$ cat config.mk
export PLATFORM = sky130hd
export DESIGN_NAME = wp_cache
export DESIGN_NICKNAME = d
export VERILOG_FILES = /design/src/rtl/wp_pkg.sv /design/src/rtl/wp_tag_store.sv /design/src/rtl/wp_pred_lru.sv /design/src/rtl/wp_ctrl.sv /design/src/rtl/wp_cache.sv
export SDC_FILE = /design/constraint.sdc
export NUM_CORES = 1
export LEC_CHECK = 0
export BUFFER_PORTS_ARGS = -buffer_cell sky130_fd_sc_hd__buf_4
export CAP_MARGIN = 20
export CORE_AREA = 2 2 160 162
export DETAILED_ROUTE_END_ITERATION = 10
export DIE_AREA = 0 0 162 164
export PLACE_DENSITY_LB_ADDON = 0.12
export SYNTH_ARGS = -nofsm -noshare
export SYNTH_HDL_FRONTEND = slang
export SYNTH_SLANG_ARGS = --single-unit
$ cat constraint.sdc
create_clock -name clk -period 15.3 [get_ports clk]
set_clock_uncertainty 0.2 [all_clocks]
set_input_delay 3.06 -clock clk [delete_from_list [all_inputs] [get_ports clk]]
set_output_delay 3.06 -clock clk [all_outputs]
set_load 0.005 [all_outputs]
$ cat src/rtl/wp_pkg.sv
package wp_pkg;

  typedef enum logic [1:0] {
    ST_FAST = 2'd0,
    ST_SLOW = 2'd1,
    ST_FILL = 2'd2
  } wp_status_e;

  typedef enum logic [2:0] {
    S_IDLE,
    S_PROBE1,
    S_PROBE2,
    S_MREQ,
    S_MWAIT
  } wp_state_e;

  function automatic logic other_way(input logic w);
    return ~w;
  endfunction

  // Invalid way 0 first, then invalid way 1, then the LRU way.
  function automatic logic pick_victim(input logic v0, input logic v1, input logic lru);
    if (!v0) return 1'b0;
    if (!v1) return 1'b1;
    return lru;
  endfunction

endpackage

$ cat src/rtl/wp_tag_store.sv
module wp_tag_store #(
  parameter int SETS   = 4,
  parameter int TAG_W  = 6,
  parameter int DATA_W = 32,
  localparam int IDX_W = $clog2(SETS)
) (
  input  logic                         clk,
  input  logic                         rst_n,
  input  logic [IDX_W-1:0]             rd_idx,
  output logic [1:0][TAG_W-1:0]        rd_tag,
  output logic [1:0]                   rd_valid,
  output logic [1:0][DATA_W-1:0]       rd_data,
  input  logic                         wr_en,
  input  logic                         wr_way,
  input  logic [IDX_W-1:0]             wr_idx,
  input  logic [TAG_W-1:0]             wr_tag,
  input  logic [DATA_W-1:0]            wr_data
);

  for (genvar w = 0; w < 2; w++) begin : g_way
    logic [TAG_W-1:0]  tag_q [SETS];
    logic [DATA_W-1:0] dat_q [SETS];
    logic [SETS-1:0]   vld_q;
    logic              sel;

    assign sel = wr_en && (wr_way == 1'(w));

    always_ff @(posedge clk or negedge rst_n) begin
      if (!rst_n)   vld_q <= '0;
      else if (sel) vld_q[wr_idx] <= 1'b1;
    end

    always_ff @(posedge clk) begin
      if (sel) begin
        tag_q[wr_idx] <= wr_tag;
        dat_q[wr_idx] <= wr_data;
      end
    end

    assign rd_tag[w]   = tag_q[rd_idx];
    assign rd_data[w]  = dat_q[rd_idx];
    assign rd_valid[w] = vld_q[rd_idx];
  end

endmodule

$ cat src/rtl/wp_pred_lru.sv
module wp_pred_lru #(
  parameter int SETS = 4,
  localparam int IDX_W = $clog2(SETS)
) (
  input  logic             clk,
  input  logic             rst_n,
  input  logic [IDX_W-1:0] idx,
  output logic             pred,
  output logic             lru,
  input  logic             upd_en,
  input  logic             used_way
);

  logic [SETS-1:0] pred_q, lru_q;

  always_ff @(posedge clk or negedge rst_n) begin
    if (!rst_n) begin
      pred_q <= '0;
      lru_q  <= '0;
    end else if (upd_en) begin
      pred_q[idx] <= used_way;
      lru_q[idx]  <= wp_pkg::other_way(used_way);
    end
  end

  assign pred = pred_q[idx];
  assign lru  = lru_q[idx];

endmodule

$ cat src/rtl/wp_ctrl.sv
module wp_ctrl #(
  parameter int CNT_W = 16
) (
  input  logic               clk,
  input  logic               rst_n,
  input  logic               req_valid,
  input  logic               hit_pred,
  input  logic               hit_other,
  input  logic               mem_req_ready,
  input  logic               mem_rsp_valid,
  output logic               req_ready,
  output logic               accept,
  output logic               in_probe2,
  output logic               rsp_valid,
  output wp_pkg::wp_status_e rsp_status,
  output logic               mem_req_valid,
  output logic               ev_fast,
  output logic               ev_slow,
  output logic               ev_fill,
  output logic               ev_way_miss,
  output logic [CNT_W-1:0]   cnt_fast,
  output logic [CNT_W-1:0]   cnt_slow,
  output logic [CNT_W-1:0]   cnt_miss
);
  import wp_pkg::*;

  wp_state_e st_q, st_d;

  assign req_ready     = (st_q == S_IDLE);
  assign accept        = req_ready && req_valid;
  assign in_probe2     = (st_q == S_PROBE2);
  assign mem_req_valid = (st_q == S_MREQ);
  assign ev_fast       = (st_q == S_PROBE1) && hit_pred;
  assign ev_way_miss   = (st_q == S_PROBE1) && !hit_pred;
  assign ev_slow       = in_probe2 && hit_other;
  assign ev_fill       = (st_q == S_MWAIT) && mem_rsp_valid;
  assign rsp_valid     = ev_fast || ev_slow || ev_fill;

  always_comb begin
    rsp_status = ST_FAST;
    if (ev_slow) rsp_status = ST_SLOW;
    if (ev_fill) rsp_status = ST_FILL;
  end

  always_comb begin
    st_d = st_q;
    unique case (st_q)
      S_IDLE:   if (accept) st_d = S_PROBE1;
      S_PROBE1: st_d = hit_pred ? S_IDLE : S_PROBE2;
      S_PROBE2: st_d = hit_other ? S_IDLE : S_MREQ;
      S_MREQ:   if (mem_req_ready) st_d = S_MWAIT;
      S_MWAIT:  if (mem_rsp_valid) st_d = S_IDLE;
      default:  st_d = S_IDLE;
    endcase
  end

  always_ff @(posedge clk or negedge rst_n) begin
    if (!rst_n) begin
      st_q     <= S_IDLE;
      cnt_fast <= '0;
      cnt_slow <= '0;
      cnt_miss <= '0;
    end else begin
      st_q <= st_d;
      if (ev_fast) cnt_fast <= cnt_fast + 1'b1;
      if (ev_slow) cnt_slow <= cnt_slow + 1'b1;
      if (ev_fill) cnt_miss <= cnt_miss + 1'b1;
    end
  end

endmodule

$ cat src/rtl/wp_cache.sv
module wp_cache #(
  parameter int ADDR_W = 8,
  parameter int DATA_W = 32,
  parameter int SETS   = 4,
  parameter int CNT_W  = 16,
  localparam int IDX_W = $clog2(SETS),
  localparam int TAG_W = ADDR_W - IDX_W
) (
  input  logic              clk,
  input  logic              rst_n,
  input  logic              req_valid,
  output logic              req_ready,
  input  logic [ADDR_W-1:0] req_addr,
  output logic              rsp_valid,
  output logic [1:0]        rsp_status,
  output logic [DATA_W-1:0] rsp_data,
  output logic              mem_req_valid,
  input  logic              mem_req_ready,
  output logic [ADDR_W-1:0] mem_req_addr,
  input  logic              mem_rsp_valid,
  input  logic [DATA_W-1:0] mem_rsp_data,
  output logic [CNT_W-1:0]  cnt_fast,
  output logic [CNT_W-1:0]  cnt_slow,
  output logic [CNT_W-1:0]  cnt_miss
);
  import wp_pkg::*;

  logic [ADDR_W-1:0]       addr_q;
  logic [IDX_W-1:0]        idx;
  logic [TAG_W-1:0]        tag;
  logic [1:0][TAG_W-1:0]   way_tag;
  logic [1:0]              way_valid;
  logic [1:0][DATA_W-1:0]  way_data;
  logic                    pred, lru, alt, victim, used_way;
  logic                    hit_pred, hit_other;
  logic                    accept, in_probe2;
  logic                    ev_fast, ev_slow, ev_fill, ev_way_miss;
  wp_status_e              status;

  assign idx = addr_q[IDX_W-1:0];
  assign tag = addr_q[ADDR_W-1:IDX_W];

  always_ff @(posedge clk or negedge rst_n) begin
    if (!rst_n)      addr_q <= '0;
    else if (accept) addr_q <= req_addr;
  end

  assign alt       = other_way(pred);
  assign hit_pred  = way_valid[pred] && (way_tag[pred] == tag);
  assign hit_other = way_valid[alt] && (way_tag[alt] == tag);
  assign victim    = pick_victim(way_valid[0], way_valid[1], lru);

  always_comb begin
    used_way = pred;
    if (ev_slow) used_way = alt;
    if (ev_fill) used_way = victim;
  end

  always_comb begin
    rsp_data = way_data[pred];
    if (in_probe2) rsp_data = way_data[alt];
    if (ev_fill)   rsp_data = mem_rsp_data;
  end

  assign rsp_status   = status;
  assign mem_req_addr = addr_q;

  wp_tag_store #(.SETS(SETS), .TAG_W(TAG_W), .DATA_W(DATA_W)) u_store (
    .clk(clk), .rst_n(rst_n), .rd_idx(idx),
    .rd_tag(way_tag), .rd_valid(way_valid), .rd_data(way_data),
    .wr_en(ev_fill), .wr_way(victim), .wr_idx(idx), .wr_tag(tag), .wr_data(mem_rsp_data)
  );

  wp_pred_lru #(.SETS(SETS)) u_pred (
    .clk(clk), .rst_n(rst_n), .idx(idx), .pred(pred), .lru(lru),
    .upd_en(rsp_valid), .used_way(used_way)
  );

  wp_ctrl #(.CNT_W(CNT_W)) u_ctrl (
    .clk(clk), .rst_n(rst_n), .req_valid(req_valid),
    .hit_pred(hit_pred), .hit_other(hit_other),
    .mem_req_ready(mem_req_ready), .mem_rsp_valid(mem_rsp_valid),
    .req_ready(req_ready), .accept(accept), .in_probe2(in_probe2),
    .rsp_valid(rsp_valid), .rsp_status(status), .mem_req_valid(mem_req_valid),
    .ev_fast(ev_fast), .ev_slow(ev_slow), .ev_fill(ev_fill), .ev_way_miss(ev_way_miss),
    .cnt_fast(cnt_fast), .cnt_slow(cnt_slow), .cnt_miss(cnt_miss)
  );

endmodule

Word level (Yosys, flattened, before mapping)
Memories as Yosys holds them, arrays and structs flattened.
Index checks and enable logic that the tools add are counted.
{"block": "classes", "n_eq_ne": 9, "order_cmp": 4, "reduce_logical": 13, "bitwise_logic": 5, "shift": 0, "n_div": 0, "multipliers": 0, "addsub": 3, "n_mux": 46}
{"operator": "2-to-1 mux 32 bit", "n": 6}
{"operator": "adder 16 x 1 -> 16 bit, second input constant", "n": 3}
{"operator": "2-to-1 mux 6 bit", "n": 4}
{"operator": "2-to-1 mux 1 bit", "n": 22}
{"operator": "one-hot mux 3 bit (5 select lines)", "n": 1}
{"operator": "equality test 6 bit", "n": 2}
{"operator": "logical AND 1 bit", "n": 9}
{"operator": "2-to-1 mux 3 bit", "n": 3}
{"operator": "binary-select mux 1 bit (select 2 bit)", "n": 4}
{"operator": "bitwise mux 4 bit", "n": 2}
{"operator": "bitwise OR 4 bit", "n": 2}
{"operator": "equality test 3 x 2 -> 1 bit, second input constant", "n": 2}
{"operator": "2-to-1 mux 2 bit", "n": 3}
{"operator": "less-than comparator 1 x 2 -> 1 bit, second input constant", "n": 2}
{"operator": "inequality test 2 bit, second input constant", "n": 2}
{"operator": "equality test 3 x 1 -> 1 bit, second input constant", "n": 1}
{"operator": "equality test 3 bit, second input constant", "n": 1}
{"operator": "logical NOT 3 bit", "n": 1}
{"operator": "less-than comparator 2 x 3 -> 1 bit, second input constant", "n": 1}
{"operator": "NOT 1 bit", "n": 3}
{"operator": "AND reduction 3 bit", "n": 1}
{"operator": "demux 1 bit (select 2 bit)", "n": 1}
{"operator": ">= comparator 2 x 1 -> 1 bit, second input constant", "n": 1}
{"operator": "logical OR 1 bit", "n": 2}
{"operator": "inequality test 2 x 1 -> 1 bit, second input constant", "n": 1}
{"block": "word_totals", "ramBits": 304, "out_inout_bits": 93, "word_cells": 93, "regBits": 75, "memories": 4, "latch_bits": 0, "rom_bits": 0}
{"memory": "u_store.g_way[0].dat_q", "words": 4, "width": 32, "read_ports": 1, "rd_clocked_by_memory_dff": 0, "write_ports": 1, "line_no": "wp_tag_store.sv:22", "text": "logic [DATA_W-1:0] dat_q [SETS];"}
{"memory": "u_store.g_way[1].dat_q", "words": 4, "width": 32, "read_ports": 1, "rd_clocked_by_memory_dff": 0, "write_ports": 1, "line_no": "wp_tag_store.sv:22"}
{"memory": "u_store.g_way[0].tag_q", "words": 4, "width": 6, "read_ports": 1, "rd_clocked_by_memory_dff": 0, "write_ports": 1, "line_no": "wp_tag_store.sv:21", "text": "logic [TAG_W-1:0] tag_q [SETS];"}
{"memory": "u_store.g_way[1].tag_q", "words": 4, "width": 6, "read_ports": 1, "rd_clocked_by_memory_dff": 0, "write_ports": 1, "line_no": "wp_tag_store.sv:21"}

Depth between registers and ports, before layout
Gate-level depths: netlist of the first run.
{"block": "logic_depth", "word_depth": 12, "mapped_depth": 10, "mapped_depth_nobuf": 7}

Modules after synthesis
From an unflattened synthesis of the first run, not the netlist that was laid out.
{"block": "hier_totals", "hier_cells": 837, "area_unflattened_um2": 15456.1}
{"module": "wp_tag_store", "area_each_um2": 11384.7, "cells_per_inst": 432, "n_inst": 1}
{"module": "wp_ctrl", "area_each_um2": 2347.3, "cells_per_inst": 217, "n_inst": 1}
{"module": "wp_cache", "area_each_um2": 1338.8, "cells_per_inst": 162, "n_inst": 1}
{"module": "wp_pred_lru", "area_each_um2": 385.4, "cells_per_inst": 26, "n_inst": 1}

Least setup slack after synthesis of the first run
OpenSTA, ideal clock, no wires.
{"block": "synth_timing", "path_kind": "input port to output port", "startpoint": "in mem_rsp_valid", "endpoint": "out rsp_data[22]", "slack_ns": 7.892, "t_arrival_ns": 4.148, "path_stages": 6, "cell_sequence": "and3_1 -> clkbuf_1 -> clkbuf_1 -> clkbuf_1 -> nand2_1 -> o21ai_0"}
{"block": "synth_via", "elab_chain_len": 2}
{"element": "start: declaration", "line_no": "wp_cache.sv:20", "text": "input logic mem_rsp_valid,"}
{"element": "logical AND 1 bit", "line_no": "wp_ctrl.sv:36", "text": "assign ev_fill = (st_q == S_MWAIT) && mem_rsp_valid;"}
{"element": "net ev_fill", "line_no": "wp_cache.sv:37", "text": "logic ev_fast, ev_slow, ev_fill, ev_way_miss;"}
{"element": "2-to-1 mux 32 bit", "line_no": "wp_cache.sv:62", "text": "if (ev_fill) rsp_data = mem_rsp_data;"}
{"element": "end: declaration", "line_no": "wp_cache.sv:16", "text": "output logic [DATA_W-1:0] rsp_data,"}
The timed path passes the listed nets, and every way through them passes these cells.

Worst setup path in the final report of the first run
{"block": "layout_timing", "startpoint": "in mem_rsp_valid", "endpoint": "out rsp_data[0]"}
{"block": "layout_via", "elab_chain_len": 2}
{"element": "logical AND 1 bit", "line_no": "wp_ctrl.sv:36"}
{"element": "2-to-1 mux 32 bit", "line_no": "wp_cache.sv:62"}
No other way between the ends.

==> results.py, run 1 <==
metrics = {
    "worst_setup_path": {
        "required_ns": 12.04,
        "worstReg2RegStart": "mem_req_addr[0]",
        "critPathArrivalTime_ns": 4.57,
        "worst_r2r_endpoint": "u_store.g_way[1].dat_q[3][15]",
        "worstSetupStartpoint": "mem_rsp_valid",
        "worstRegToRegCells": 7,
        "crit_path_max_fanout": 63,
        "setup.worst_path.start_class": "input port",
        "worst-setup-path-type": "input port to primary output",
        "critPathCaptureType": "primary output",
        "r2r_setup_slack_ns": 10.55,
        "timing.critical_path.to": "rsp_data[0]",
    },
    "cts": {
        "worst_skew_pair.late_latency_ns": 0.51,
        "cts.repair.resized": 0,
        "cts_inserted_buffers": 38,
        "cts_setup_buffers": 0,
        "cts_hold_buf": 0,
        "tritoncts_num_sinks": 379,
        "cts_root_buf": "clkbuf_16",
        "clkTransAtPathRegs_ns": 0.06,
        "clock_tree_from_tritoncts": "built",
        "clk_path_buf_depth": 3,
        "htree_num_levels": 2,
    },
    "sta": {
        "finalHoldViolations": 0,
        "finalWorstSetupSlack_ns": 7.47,
        "final.setup.tns_ns": 0,
        "clock.fmax_mhz": 128,
        "tightestPinTransition_ns": 0.930,
        "setup-violations-final": 0,
        "slew_violations": 0,
        "post-route-period-util_pct": 51.1,
        "setup_repair_after_global_routing_missed_its_margin": "no",
        "period_minus_slack_ns": 7.83,
        "worst_slew_margin_rel_pct": 37.7,
    },
    "yosys": {
        "synth.top_cell.area_share_pct": 59.4,
        "async_reset_ff_share_pct": 19.8,
        "synth-edff-count": 304,
        "synth_cell_types": 46,
        "yosys.area.top_type": "edfxtp_1",
        "yosys-top-cells-count": "304 x edfxtp_1, 80 x mux4_2, 75 x dfrtp_1",
        "syn-mean-instance-area_um2": 18.0,
        "ys_seq_elements": 379,
        "synth.cell_area_um2": 15400,
        "synth_flop_cell": "edfxtp_1",
        "synthCells": 854,
        "seq_area_frac_synth_pct": 71.6,
        "synth.most_common_cell": "edfxtp_1",
        "synth.net_count": 902,
        "synth_top_cells_by_area": "edfxtp_1 59%, dfrtp_1 12%, mux4_2 12%",
        "warnings_synthesis": 0,
    },
    "final_layout": {
        "final_net_count": 1053,
        "synthToLayoutAreaGrowth_pct": 17.0,
        "num_antenna_cells": 0,
        "post_route_cells_drive_above_1_share_pct": 30.6,
        "fraction_of_the_core_area_covered_by_cells_at_the_end_of_the_flow_pct": 72.4,
        "fillerInstances": 1565,
        "final_area_um2": 18000,
    },
    "global_route": {
        "wire_length_of_the_first_global_routing_pass_um": 46100,
        "grt_pass1_vias": 8178,
        "initial_antenna_violation_count": 0,
        "grt_max_degree": 69,
        "overflow": 0,
        "grt_util_all_layers_pct": 22.9,
    },
    "detailed_routing": {
        "first_pass_iters": 5,
        "routed_wirelength_um": 29500,
        "route.vias.total": 8147,
        "via_per_inst": 5.98,
        "post-route-drc-count": 0,
        "drt_iter0_markers": 714,
        "routedWlPerCell_um": 21.6,
        "antenna_left": 0,
    },
    "floorplanning": {
        "start_util_pct": 61.9,
        "floorplan.io_pins": 138,
        "num_rows": 58,
        "die-area_um2": 26600,
        "die_width_um": 162,
        "die_h_um": 164,
        "core-area_um2": 24800,
    },
    "placed_design": {
        "gp_routability_congestion": 0.777,
        "placed_cell_area_um2": 16800,
        "place.port_buffers": 137,
        "post-dp-hpwl_um": 16800,
        "place_worst_setup_slack_ns": 7.47,
    },
    "hold_path": {
        "hold_class": "flop to flop",
    },
    "job": {
        "timing.max_cap.violations": 0,
    },
    "power": {
        "p_leak_nw": 6.54,
        "vdd_drop_max_mv": 0.118,
        "pwr_cell_area_nw_per_um2": 174,
        "post-layout-total-power_mw": 3.13,
    },
    "outcome": {
        "status": "finished clean",
    },
}
kinds of logic after synthesis:
family,count (synthesis),synth area share (%)
and+or+nand+nor,172,5.57
buffers and inverters,51,1.55
adders and majority gates,3,0.244
DFF,379,71.6
xor gates and xnor gates,57,3.25
AOI/OAI and AO/OA,57,2.35
muxes,135,15.4
worst max-delay path: stages:
cell	delay, ns
buf_4	0.08
and3_2	0.41
buf_4	0.60
o21ai_0	0.21
buf_4	0.17
final cells by class:
cell class                 instances  area, um^2  area share, %
tap                              330         413           2.30
timing repair buffer             153        1150           6.41
clock buffer                      57        1080           6.03
sequential                       379       11000           61.3
multi-input combinational        424        4180           23.3
clock inverter                    10        98.8          0.550
inverter                           9        33.8          0.188
worst min-delay path by stage:
stage / from / to / slack (ns) / depth (start not counted)
CTS: u_store.g_way[0].vld_q[2] / u_store.g_way[0].vld_q[2] / 0.27 / 1
detailed placement: u_store.g_way[1].vld_q[3] / u_store.g_way[1].vld_q[3] / 0.26 / 1
global placement: u_store.g_way[1].vld_q[2] / u_store.g_way[1].vld_q[2] / 0.25 / 1
global route: u_ctrl.cnt_slow[15] / u_ctrl.cnt_slow[15] / 0.28 / 1
finish: u_ctrl.cnt_slow[15] / u_ctrl.cnt_slow[15] / 0.27 / 1
floorplan: u_store.g_way[0].vld_q[2] / u_store.g_way[0].vld_q[2] / 0.23 / 1
where the power goes:
group	internal (mW)	switching (mW)	leakage (nW)
clock	0.522	0.358	0.577
sequential	1.18	0.0761	3.73
combinational	0.517	0.473	2.24
total	2.22	0.907	6.54
per-stage QoR:
stage	cells	hold slack [ns]
6_report	1362	0.270
5_1_grt	1362	0.280
4_1_cts	1361	0.272
3_5_place_dp	1294	0.256
3_3_place_gp	1294	0.247
2_1_floorplan	854	0.234
per-layer routing:
layer	wire length, um	vias to the layer above	track usage [%]
met4	510	0	5.55
met5	0	-	0
met3	1790	58	3.74
li1	-	3665	-
met1	13000	4143	33.3
met2	14200	281	37.4
sequential cells by signal, indices dropped and copies added, names as in the netlist:
name	cells
u_pred.lru_q	4
u_ctrl.cnt_slow	16
u_store.g_way.dat_q	256
u_pred.pred_q	4
u_store.g_way.tag_q	48
u_store.g_way.vld_q	8
u_ctrl.st_q	3
u_ctrl.cnt_fast	16
mem_req_addr	8
u_ctrl.cnt_miss	16
cells in the final DEF (no fill, tap or decap), types with 9 or more instances in the layout:
cell type and instances:
clkbuf_16 39, nand3_1 20, nor3_1 12, xnor2_1 33, o21ai_0 32, and3_1 10, dfrtp_1 73, clkbuf_1 14
nand4_1 17, mux2i_1 43, mux2_2 11, nand2_1 59, edfxtp_1 304, mux4_2 80, buf_4 152, xor2_1 23
inv_1 9, nor2_1 16
Power figures use the tool's default switching activity.
==> run 2: changes to the inputs <==
ABC_AREA = 1   (was unset)
CORE_AREA = 2 2 167 169   (was 2 2 160 162)
DIE_AREA = 0 0 169 171   (was 0 0 162 164)
clock period = 7.67 ns   (was 15.3 ns; I/O delays follow)
==> results.py, run 2 <==
metrics = {
    "detailed_routing": {
        "drt_iter0_markers": 806,
        "antenna_left": 0,
        "via_per_inst": 5.78,
        "first_pass_iters": 5,
        "post-route-drc-count": 0,
        "route.vias.total": 10200,
        "routed_wirelength_um": 34100,
        "routedWlPerCell_um": 19.4,
    },
    "worst_setup_path": {
        "worst_r2r_endpoint": "u_store.g_way[1].tag_q[0][1]",
        "critPathCaptureType": "primary output",
        "r2r_setup_slack_ns": 3.05,
        "worst_path_max_delay_cell": "buf_4",
        "crit_path_max_fanout": 79,
        "critical-path-max-stage-delay_ns": 0.77,
        "required_ns": 5.94,
        "setup.worst_path.start_class": "flop",
        "worstRegToRegCells": 9,
        "worst-setup-path-type": "flop to primary output",
        "critPathArrivalTime_ns": 3.91,
        "path_cells": "buf_4 > nor2_8 > buf_4 > nand2_1 > nand2_1 > nor2_2 > nand2_2 > nand2_1 > nand2_1 > nand3_1 > nor2_2 > nand4_2 > nand3_2 > buf_4",
        "cp_common_cell": "nand2_1",
        "worstReg2RegStart": "mem_req_addr[0]",
    },
    "sta": {
        "clock.fmax_mhz": 177,
        "period_minus_slack_ns": 5.65,
        "finalHoldViolations": 0,
        "setup-violations-final": 0,
        "final.setup.tns_ns": 0,
        "finalWorstSetupSlack_ns": 2.02,
        "hold_ws_ns": 0.269,
        "setup_repair_after_global_routing_missed_its_margin": "no",
        "worst_slew_margin_rel_pct": 32.6,
        "tightestPinTransition_ns": 1.01,
        "slew_violations": 0,
        "post-route-period-util_pct": 73.6,
    },
    "yosys": {
        "yosys.area.top_type": "edfxtp_1",
        "synth.top_cell.area_share_pct": 57.8,
        "synth_top_cells_by_area": "edfxtp_1 58%, dfrtp_1 12%, nand2_1 5.8%",
        "async_reset_ff_share_pct": 19.8,
        "syn-mean-instance-area_um2": 12.7,
        "synth.net_count": 1293,
        "seq_area_frac_synth_pct": 69.7,
        "synth_flop_cell": "edfxtp_1",
        "yosys-top-cells-count": "304 x edfxtp_1, 243 x nand2_1, 83 x inv_1",
        "synth-edff-count": 304,
        "synth_cell_types": 44,
        "synthCells": 1245,
        "warnings_synthesis": 0,
        "synth.most_common_cell": "edfxtp_1",
        "ys_seq_elements": 379,
        "synth.cell_area_um2": 15800,
    },
    "cts": {
        "cts_inserted_buffers": 39,
        "tritoncts_num_sinks": 379,
        "worst_skew_pair.late_latency_ns": 0.53,
        "cts_hold_buf": 0,
        "cts.repair.resized": 0,
        "cts_setup_buffers": 0,
        "cts_root_buf": "clkbuf_16",
        "clk_path_buf_depth": 3,
        "htree_num_levels": 2,
        "clock_tree_from_tritoncts": "built",
        "clkTransAtPathRegs_ns": 0.06,
    },
    "power": {
        "p_leak_nw": 7.31,
        "vdd_drop_max_mv": 0.350,
        "pwr_cell_area_nw_per_um2": 351,
    },
    "final_layout": {
        "largest-register": "u_store.g_way.dat_q",
        "final_common_cell": "edfxtp_1",
        "num_antenna_cells": 0,
        "mostFrequentLayoutCells": "304 x edfxtp_1, 243 x nand2_1, 153 x buf_4, 82 x inv_1, 75 x dfrtp_1",
        "post_route_cells_drive_above_1_share_pct": 20.1,
        "layout_top_registers": "u_store.g_way.dat_q x256, u_store.g_way.tag_q x48",
        "largest_register_ff_count": 256,
        "fillerInstances": 1966,
        "fraction_of_the_core_area_covered_by_cells_at_the_end_of_the_flow_pct": 67.8,
        "synthToLayoutAreaGrowth_pct": 17.3,
        "final_area_um2": 18500,
        "final_net_count": 1429,
    },
    "hold_path": {
        "min_path_cells": 2,
        "min_from": "u_store.g_way[1].vld_q[3]",
        "hold-path-endpoint": "u_store.g_way[1].vld_q[3]",
        "hold_class": "flop to flop",
    },
    "placed_design": {
        "place_worst_setup_slack_ns": 2.08,
        "placed_cell_area_um2": 17100,
        "place.port_buffers": 137,
        "post-dp-hpwl_um": 19500,
        "gp_routability_congestion": 0.813,
    },
    "global_route": {
        "grt_max_degree": 80,
        "initial_antenna_violation_count": 0,
        "overflow": 0,
        "grt_pass1_vias": 10000,
        "grt_util_all_layers_pct": 23.8,
        "wire_length_of_the_first_global_routing_pass_um": 53600,
    },
    "floorplanning": {
        "floorplan.io_pins": 138,
        "die_h_um": 171,
        "die_width_um": 169,
        "start_util_pct": 57.8,
        "num_rows": 61,
        "core-area_um2": 27300,
        "die-area_um2": 28900,
    },
    "job": {
        "timing.max_cap.violations": 0,
    },
    "outcome": {
        "status": "finished clean",
    },
}
[run 2: cell families (layout without fill, tap and decap cells)]
| logic type | count (synthesis) | count (layout) | share of synthesized area [%] |
|---|---|---|---|
| simple gates | 427 | 427 | 12.5 |
| xor+xnor | 43 | 43 | 2.53 |
| buf+inv | 147 | 314 | 4.14 |
| mux | 3 | 3 | 0.214 |
| flops | 379 | 379 | 69.7 |
| fa+ha+maj | 3 | 3 | 0.238 |
| compound gates | 243 | 243 | 10.7 |
[run 2: power by group]
group / leakage, nW / internal, mW / switching, mW
sequential: 3.69 / 2.35 / 0.110
combinational: 2.94 / 0.811 / 1.22
clock: 0.681 / 1.23 / 0.777
[run 2: how the worst max path moves through the flow]
stage | depth (start not counted) | slack (ns) | to | startpoint
5_1_grt | 14 | 1.69 | rsp_valid | mem_req_addr[0]
6_report | 14 | 2.02 | rsp_valid | mem_req_addr[0]
3_5_place_dp | 13 | 2.08 | rsp_valid | mem_req_addr[1]
4_1_cts | 13 | 1.52 | rsp_valid | mem_req_addr[1]
3_3_place_gp | 13 | 2.15 | rsp_valid | mem_req_addr[1]
2_1_floorplan | 4 | 3.35 | u_store.g_way[1].dat_q[1][0] | mem_rsp_valid
[run 2: per-layer routing]
layer | routed length (um) | global-route usage, % | vias up
met5 | 0 | 0 | -
met4 | 631 | 6.61 | 0
met3 | 2090 | 3.89 | 42
met2 | 16600 | 40.8 | 330
met1 | 14800 | 32.0 | 4983
li1 | - | - | 4799
[run 2: area by class of cell]
type,instances,area [um^2],area share [%]
Clock inverter,29,365,1.97
Clock buffer,43,1010,5.47
Sequential cell,379,11000,59.4
Tap cell,346,433,2.34
Multi-Input combinational cell,719,4190,22.6
Inverter,88,335,1.81
Timing Repair Buffer,154,1180,6.35
[run 2: per-stage QoR]
step	power, mW	std cells
3_3_place_gp	4.50	1685
3_5_place_dp	4.52	1685
4_1_cts	6.53	1757
5_1_grt	6.87	1758
2_1_floorplan	3.76	1245
6_report	6.50	1758
[run 2: critical path: cells and delay by family, from the launching register on]
family                 cells  cell delay [ns]
flip-flops                 1             0.35
AND/OR/NAND/NOR           11             1.79
buffers and inverters      3             1.20
